===== src/rtl/cvc_pkg.sv =====
package cvc_pkg;
  // default occupancy table: 4 stages, 7 columns, rows packed stage 0 lowest
  localparam int unsigned DEF_NSTG = 4;
  localparam int unsigned DEF_SPAN = 7;
  localparam logic [DEF_NSTG*DEF_SPAN-1:0] DEF_RTAB =
    {7'h50, 7'h08, 7'h22, 7'h45};
endpackage


===== src/rtl/cvc_rst_sync.sv =====
module cvc_rst_sync (
  input  logic clk,
  input  logic rst_n,
  output logic rst_q_n
);
  logic meta_q;

  always_ff @(posedge clk or negedge rst_n) begin
    if (!rst_n) begin
      meta_q  <= 1'b0;
      rst_q_n <= 1'b0;
    end else begin
      meta_q  <= 1'b1;
      rst_q_n <= meta_q;
    end
  end
endmodule


===== src/rtl/cvc_state.sv =====
module cvc_state #(
  parameter int unsigned W = 6,
  parameter logic [W-1:0] CV = '0
) (
  input  logic clk,
  input  logic rst_n,
  input  logic req_i,
  output logic start_o
);
  localparam int unsigned CW = $clog2(W + 2);

  logic [W-1:0]  st_q, st_d;
  logic [CW-1:0] idle_q, idle_d;
  logic          st_en;

  assign start_o = req_i & ~st_q[0];
  assign st_en   = 1'b1;

  always_comb begin
    st_d = st_q >> 1;
    if (start_o) st_d = st_d | CV;
  end

  always_comb begin
    idle_d = idle_q;
    if (start_o)                 idle_d = '0;
    else if (idle_q != CW'(W))   idle_d = idle_q + 1'b1;
  end

  always_ff @(posedge clk or negedge rst_n) begin
    if (!rst_n) begin
      st_q   <= '0;
      idle_q <= CW'(W);
    end else if (st_en) begin
      st_q   <= st_d;
      idle_q <= idle_d;
    end
  end


  cv_load_chk: assert property (@(posedge clk) disable iff (!rst_n)
    start_o |=> ((st_q & CV) == CV));


  idle_decay_chk: assert property (@(posedge clk) disable iff (!rst_n)
    !start_o |=> ($countones(st_q) <= $countones($past(st_q))));


  idle_clear_chk: assert property (@(posedge clk) disable iff (!rst_n)
    (idle_q == CW'(W)) |-> (st_q == '0));
endmodule


===== src/rtl/cvc_stage_track.sv =====
module cvc_stage_track #(
  parameter int unsigned SPAN = 7,
  parameter logic [SPAN-1:0] ROW = '0
) (
  input  logic clk,
  input  logic rst_n,
  input  logic start_i,
  output logic busy_o
);
  logic [SPAN-1:0] sh_q, sh_d;

  always_comb begin
    sh_d = sh_q >> 1;
    if (start_i) sh_d = sh_d | ROW;
  end

  always_ff @(posedge clk or negedge rst_n) begin
    if (!rst_n) sh_q <= '0;
    else        sh_q <= sh_d;
  end

  assign busy_o = sh_q[0];


  stage_clash_chk: assert property (@(posedge clk) disable iff (!rst_n)
    start_i |-> (((sh_q >> 1) & ROW) == '0));

  generate
    if (ROW[0]) begin : g_first

      first_col_chk: assert property (@(posedge clk) disable iff (!rst_n)
        start_i |=> busy_o);
    end
  endgenerate
endmodule


===== src/rtl/cvc_ctrl.sv =====
module cvc_ctrl #(
  parameter int unsigned NSTG = cvc_pkg::DEF_NSTG,
  parameter int unsigned SPAN = cvc_pkg::DEF_SPAN,
  parameter logic [NSTG*SPAN-1:0] RTAB = cvc_pkg::DEF_RTAB
) (
  input  logic            clk,
  input  logic            rst_n,
  input  logic            req_i,
  output logic            start_o,
  output logic [NSTG-1:0] stage_busy_o
);
  localparam int unsigned W = SPAN - 1;

  // bit d-1 set when start distance d puts two tasks in one stage
  function automatic logic [W-1:0] calc_cv();
    logic [W-1:0] v;
    v = '0;
    for (int s = 0; s < int'(NSTG); s++)
      for (int a = 0; a < int'(SPAN); a++)
        for (int b = a + 1; b < int'(SPAN); b++)
          if (RTAB[s*SPAN + a] && RTAB[s*SPAN + b]) v[b-a-1] = 1'b1;
    return v;
  endfunction

  localparam logic [W-1:0] CV = calc_cv();

  logic rst_q_n;

  cvc_rst_sync u_rst (
    .clk     (clk),
    .rst_n   (rst_n),
    .rst_q_n (rst_q_n)
  );

  cvc_state #(.W(W), .CV(CV)) u_state (
    .clk     (clk),
    .rst_n   (rst_q_n),
    .req_i   (req_i),
    .start_o (start_o)
  );

  generate
    for (genvar s = 0; s < int'(NSTG); s++) begin : g_stage
      cvc_stage_track #(
        .SPAN (SPAN),
        .ROW  (RTAB[s*SPAN +: SPAN])
      ) u_trk (
        .clk     (clk),
        .rst_n   (rst_q_n),
        .start_i (start_o),
        .busy_o  (stage_busy_o[s])
      );
    end
  endgenerate


  grant_req_chk: assert property (@(posedge clk) disable iff (!rst_q_n)
    start_o |-> req_i);


  reset_quiet_chk: assert property (@(posedge clk) disable iff (!rst_q_n)
    $rose(rst_q_n) |-> (stage_busy_o == '0));
endmodule


===== config.mk =====
export PLATFORM = sky130hd
export DESIGN_NAME = cvc_ctrl
export DESIGN_NICKNAME = d
export VERILOG_FILES = /design/src/rtl/cvc_pkg.sv /design/src/rtl/cvc_rst_sync.sv /design/src/rtl/cvc_state.sv /design/src/rtl/cvc_stage_track.sv /design/src/rtl/cvc_ctrl.sv
export SDC_FILE = /design/constraint.sdc
export NUM_CORES = 1
export LEC_CHECK = 0
export ABC_AREA = 0
export BUFFER_PORTS_ARGS = -buffer_cell sky130_fd_sc_hd__buf_4
export CAP_MARGIN = 10
export CELL_PAD_IN_SITES_DETAIL_PLACEMENT = 1
export CELL_PAD_IN_SITES_GLOBAL_PLACEMENT = 1
export CORE_ASPECT_RATIO = 0.7
export CORE_MARGIN = 5
export CORE_UTILIZATION = 30
export DETAILED_ROUTE_END_ITERATION = 10
export PLACE_DENSITY_LB_ADDON = 0.1
export REMOVE_ABC_BUFFERS = 1
export SETUP_SLACK_MARGIN = 0.1
export SYNTH_ARGS = -nofsm -noshare
export SYNTH_HDL_FRONTEND = slang
export SYNTH_HIERARCHICAL = 1
export SYNTH_SLANG_ARGS = --single-unit

===== constraint.sdc =====
create_clock -name clk -period 1.1 [get_ports clk]
set_input_delay 0.11 -clock clk [delete_from_list [all_inputs] [get_ports clk]]
set_output_delay 0.11 -clock clk [all_outputs]
set_load 0.1 [all_outputs]

==> results of run 1 <==
[through the flow]
| step | worst slack, ns | power, mW | utilization | hold slack, ns |
|---|---|---|---|---|
| 2_1_floorplan | -0.320 | 1.87 | - | -0.186 |
| 3_5_place_dp | 0.0694 | 2.02 | 0.350 | -0.106 |
| 3_3_place_gp | 0.120 | 2.00 | 0.350 | -0.108 |
| 5_1_grt | -0.0727 | 3.05 | 0.399 | 0.136 |
| 6_report | -0.0313 | 2.92 | 0.399 | 0.146 |
| 4_1_cts | -0.0562 | 2.97 | 0.399 | 0.137 |
[timing repair]
item                                    CTS  global route
hold endpoints to repair                  2             0
endpoints found under the setup margin    9             4
pin swaps                                 2             1
gates resized for setup                   9             0
hold buffers                              1             0
buffers inserted                          1             0
[logic make-up (layout without fill, tap and decap cells)]
logic type             Yosys count  count (layout)  synth area share
DFF                             32              32             0.929
and+or+nand+nor                  7               7            0.0624
other                            1               1           0.00435
buffers and inverters            1              20           0.00435
[final timing paths]
| path | start | end | slack [ns] |
|---|---|---|---|
| setup / recovery | u_state/st_q[0] | start_o | -0.03 |
| hold / removal | rst_n | u_rst/rst_q_n | 0.15 |
| setup reg to reg | u_state/st_q[0] | g_stage[0].u_trk/sh_q[0] | 0.11 |
| hold reg to reg | u_rst/rst_q_n | g_stage[3].u_trk/sh_q[6] | 0.24 |
| max in group asynchronous | u_rst/rst_q_n | g_stage[0].u_trk/sh_q[0] | 0.59 |
| min in group clk | req_i | u_state/st_q[3] | 0.21 |
[layout make-up]
type                    count  share of cell area
clock buffers               5              0.0620
well taps                  36              0.0406
multi-input cells           8              0.0519
clock inverters             3              0.0169
inverters                   1             0.00564
flip-flops and latches     32               0.722
repair buffers             11               0.101
[flip-flops by register name (all words and copies together) (netlist names)]
register / cells
g_stage.u_trk/sh_q: 24
u_rst/meta_q: 1
u_state/st_q: 6
u_rst/rst_q_n: 1
[where the power goes]
group	total, mW	internal, mW	switching [mW]
sequential	1.48	1.41	0.0680
combinational	0.574	0.164	0.411
clock	0.862	0.439	0.422
total	2.92	2.02	0.901
[cells in the final DEF, fill, tap and decap left out, drive strengths merged]
cell type / n
inv: 1
clkbuf: 5
nand2b: 3
buf: 10
or2: 4
conb: 1
dlygate4sd3: 1
dfrtp: 32
clkinv: 3
[per-layer routing]
| metal | vias up | wire, um |
|---|---|---|
| met3 | 7 | 132 |
| met4 | 0 | 39 |
| met2 | 12 | 536 |
| met1 | 182 | 479 |
| li1 | 155 | - |
| met5 | - | 0 |
==> results.py, run 1 <==
metrics = {
    "logic_synthesis": {
        "yosys_warnings": 6,
        "synth_most_common_cell": "dfrtp_1",
        "ys_top_cells_by_area": "dfrtp_1 93%, or2_1 2.9%, nand2b_4 1.6%",
        "avgSynthCellArea_um2": 21.0,
        "ys_types": 7,
        "synth_edf_count": 0,
        "synth_area_um2": 862,
        "synthCells": 41,
        "ys.flop_type": "dfrtp_1",
        "yosysSeqAreaShare": 0.929,
        "netlist_top_cells_count": "32 x dfrtp_1, 4 x or2_1",
        "synthDominantCellAreaShare": 0.929,
        "synth_top_cell_by_area": "dfrtp_1",
        "async_flop_share": 1.00,
        "synth-seq-cells": 32,
    },
    "setup_path": {
        "worstSetupEndpointType": "output port",
        "cp_max_fo": 2,
        "path_cells": "nand2b_4 -> inv_4 -> buf_12",
        "required_ns": 0.99,
        "setup.worst_path.start_class": "flop",
        "path_class": "flop to output port",
        "slowest_stage": "dfrtp_1",
        "cp_num_cells": 3,
        "max_stage_delay_ns": 0.36,
        "arrival_ns": 1.02,
        "r2r_cells": 4,
        "path_delay_family": "flip-flops",
        "critPathBufInv": 2,
    },
    "floorplan": {
        "die_w_um": 74.1,
        "die-area_um2": 4060,
        "start_util": 0.310,
        "io_pins": 8,
        "dieHeight_um": 54.9,
        "core_um2": 2780,
        "rows": 16,
    },
    "finish": {
        "multi_input_area_um2": 57.6,
        "seqCellArea_um2": 801,
        "final_design_area_no_fill_um2": 1110,
        "antenna_cells": 0,
        "syn2layout_area_growth_pct": 28.7,
        "nets": 62,
        "drive_above_1_share": 0.350,
        "fillCellCount": 278,
        "final_cells": 96,
    },
    "placed_design": {
        "dpl_cell_area_um2": 975,
        "place_congestion": 0.676,
        "place_hpwl_um": 746,
        "port_buffers": 7,
        "placed_cells": 86,
    },
    "detailed_routing": {
        "vias": 356,
        "antenna_left": 0,
        "wire_per_inst_um": 12.4,
        "wl_um": 1190,
        "initialDrtViolationCount": 22,
        "via_per_inst": 3.71,
        "dr.pass1.iters": 2,
        "drc": 0,
    },
    "sta": {
        "grt_setup_unrepaired": "true",
        "slew_violations": 0,
        "finalClockSkew_ns": 0.00729,
        "fin_crit_sh": 1.03,
        "setup_viol": 1,
        "fmax_mhz": 884,
        "min_period_ns": 1.13,
        "hold_viol": 0,
        "tns_ns": -0.0313,
        "fin_ws_ns": -0.0313,
    },
    "outcome": {
        "violations": "setup timing",
        "status": "finished with violations",
    },
    "global_route": {
        "grt_first_pass_wirelength_um": 2100,
        "met1_usage": 0.0800,
        "grt_pass1_vias": 451,
        "antenna_found_initial": 0,
        "top_usage_layer": "met2",
        "gr-total-overflow": 0,
        "grt_max_degree": 31,
        "grtUsageTotal": 0.0831,
        "use_met3": 0.0624,
        "use_met2": 0.109,
    },
    "clock_tree": {
        "path_clk_slew_ns": 0.06,
        "clock_latency_ns": 0.28,
        "clockBufferDepth": 2,
        "cts_buffers": 5,
        "root_buffer": "clkbuf_8",
        "cts_tree": "done",
        "clock-sinks": 32,
        "htreeDepth": 2,
    },
    "power_and_ir_drop": {
        "p_leak_nw": 0.546,
        "cellPowerDensity_nw_per_um2": 2630,
        "irDropWorstVdd_mv": 0.882,
    },
    "worst_hold_path": {
        "hp-class": "input pin to asynchronous set/reset pin",
    },
    "run": {
        "cap_violations": 0,
    },
}
No activity file was read; power rests on OpenSTA's default activity.
==> run 2: changes to the inputs <==
- BUFFER_PORTS_ARGS: -buffer_cell sky130_fd_sc_hd__buf_4 -> not set
- DONT_BUFFER_PORTS: not set -> 1
==> run 2 against run 1 <==
  * The flow still finishes with violations (setup timing)
  * Sequential share of layout area is 1.2 points lower
  * Clock power is 7.8% lower
  * Non-clock buffer count is 1 lower
  * Register-to-register slack worse by 0.08 ns
  * Die area stayed put
  * Maximum frequency is 2.1% lower
  * Count of clock-buffer cells in the layout is 1 higher
  * Setup slack worse by 0.024 ns
  * Critical endpoint unchanged
==> results.py, run 2 (synthesized netlist as in run 1, its figures left out) <==
metrics = {
    "outcome": {
        "status": "finished with violations",
        "violations": "setup timing",
    },
    "setup_path": {
        "setup.worst_path.start_class": "flop",
        "max_stage_delay_ns": 0.35,
        "cp_max_fo": 2,
        "path_cells": "nand2b_4 -> clkinvlp_4 -> buf_12",
        "slowest_stage": "dfrtp_1",
        "worstReg2RegStart": "u_state/st_q[0]",
        "path_delay_family": "flip-flops",
        "arrival_ns": 1.05,
        "cp-startpoint": "u_state/st_q[0]",
        "required_ns": 0.99,
        "path_class": "flop to output port",
        "critPathBufInv": 2,
        "worstSetupEndpointType": "output port",
    },
    "floorplan": {
        "dieHeight_um": 54.9,
        "rows": 16,
        "die-area_um2": 4060,
        "core_um2": 2780,
        "start_util": 0.310,
        "die_w_um": 74.1,
        "io_pins": 8,
    },
    "finish": {
        "regMostFlops": "g_stage.u_trk/sh_q",
        "nets": 61,
        "drive_above_1_share": 0.310,
        "syn2layout_area_growth_pct": 30.9,
        "final_cell_mix": "32 x dfrtp_1, 5 x clkbuf_8, 5 x buf_12",
        "final_common_cell": "dfrtp_1",
        "antenna_cells": 0,
        "top_regs": "g_stage.u_trk/sh_q x24, u_state/st_q x6",
        "largest_reg_flops": 24,
    },
    "clock_tree": {
        "clock-sinks": 32,
        "cts_tree": "done",
        "clock_latency_ns": 0.27,
        "clockBufferDepth": 2,
        "htreeDepth": 2,
        "root_buffer": "clkbuf_8",
        "path_clk_slew_ns": 0.06,
        "cts_buffers": 5,
    },
    "sta": {
        "tns_ns": -0.0555,
        "fmax_mhz": 865,
        "fin_ws_ns": -0.0555,
        "slew_violations": 0,
        "min_period_ns": 1.16,
        "setup_viol": 1,
        "hold_viol": 0,
        "fin_crit_sh": 1.05,
        "finalClockSkew_ns": 0.00252,
        "grt_setup_unrepaired": "true",
    },
    "detailed_routing": {
        "via_per_inst": 3.71,
        "drc": 0,
        "antenna_left": 0,
        "vias": 349,
        "initialDrtViolationCount": 8,
        "wire_per_inst_um": 11.8,
        "dr.pass1.iters": 2,
        "wl_um": 1110,
    },
    "power_and_ir_drop": {
        "p_leak_nw": 0.540,
        "cellPowerDensity_nw_per_um2": 2590,
        "irDropWorstVdd_mv": 1.17,
    },
    "placed_design": {
        "dp_slack_ns": 0.0174,
        "place_hpwl_um": 647,
        "place_congestion": 0.644,
        "port_buffers": 0,
    },
    "global_route": {
        "grtUsageTotal": 0.0761,
        "antenna_found_initial": 0,
        "gr-total-overflow": 0,
        "grt_first_pass_wirelength_um": 1950,
        "grt_pass1_vias": 386,
        "grt_max_degree": 31,
    },
    "worst_hold_path": {
        "hp-class": "input pin to asynchronous set/reset pin",
    },
    "run": {
        "cap_violations": 0,
    },
}
==> run 2: cell types whose count changed in the layout (fill, tap and decap cells not counted) <==
| cell | change |
|---|---|
| clkinv_2 | -1 |
| buf_4 | -1 |
| clkinvlp_4 | +1 |
| clkinv_4 | -1 |
| clkbuf_1 | +1 |
| buf_12 | +4 |
| buf_6 | -4 |
| inv_4 | -1 |
==> run 2: power breakdown <==
| group | total, mW | internal (mW) | switching, mW |
|---|---|---|---|
| combinational | 0.638 | 0.234 | 0.404 |
| clock | 0.795 | 0.428 | 0.367 |
| sequential | 1.49 | 1.41 | 0.0786 |
| total | 2.93 | 2.08 | 0.849 |
==> run 2: area by class of cell <==
type	count	area, um2
inverter	1	7.51
sequential	32	801
clock inverter	1	5.00
multi-input combinational	8	57.6
tap	36	45.0
fill	270	1650
timing repair buffer	10	140
clock buffer	6	72.6
==> run 2: metrics by stage <==
stage | hold slack, ns | utilization | instance area, um2 | total power, mW | std cells
after floorplan | -0.186 | - | 862 | 1.87 | 41
after global placement | -0.186 | 0.365 | 1010 | 2.11 | 83
after detailed placement | -0.186 | 0.365 | 1010 | 2.13 | 83
after CTS | 0.0708 | 0.403 | 1120 | 2.96 | 93
after global routing | 0.0626 | 0.406 | 1130 | 3.08 | 94
final | 0.0721 | 0.406 | 1130 | 2.93 | 94
==> run 2: metal layers <==
layer  part of all wire  global-route usage  vias up
li1                   -                   -      154
met1               0.45              0.0807      177
met2               0.41               0.100       11
met3               0.11              0.0679        7
met4              0.026              0.0452        0
met5                  0                   0        -
==> run 2: final timing paths <==
check                                      endpoint  slack (ns)  depth (start not counted)
min in group clk           g_stage[2].u_trk/sh_q[3]        0.17                          3
hold reg to reg                     u_state/st_q[5]        0.24                          1
setup / recovery                            start_o       -0.06                          3
max in group asynchronous  g_stage[3].u_trk/sh_q[0]        0.59                          1
hold / removal                         u_rst/meta_q        0.07                          1
setup reg to reg           g_stage[3].u_trk/sh_q[4]        0.03                          4
==> run 2: worst register-to-register path, cell delays in order, from the launching register on <==
cell and delay, ns:
dfrtp_1 0.32, nand2b_4 0.13, clkinvlp_4 0.11, buf_4 0.18
or2_1 0.23
==> run 2: what timing repair did <==
action                                  in CTS  in global routing
hold endpoints to repair                     2                  0
buffers inserted                             2                  1
resized for setup                            1                  0
hold buffers                                 1                  0
endpoints found under the setup margin       1                  5
gates cloned                                 0                  0
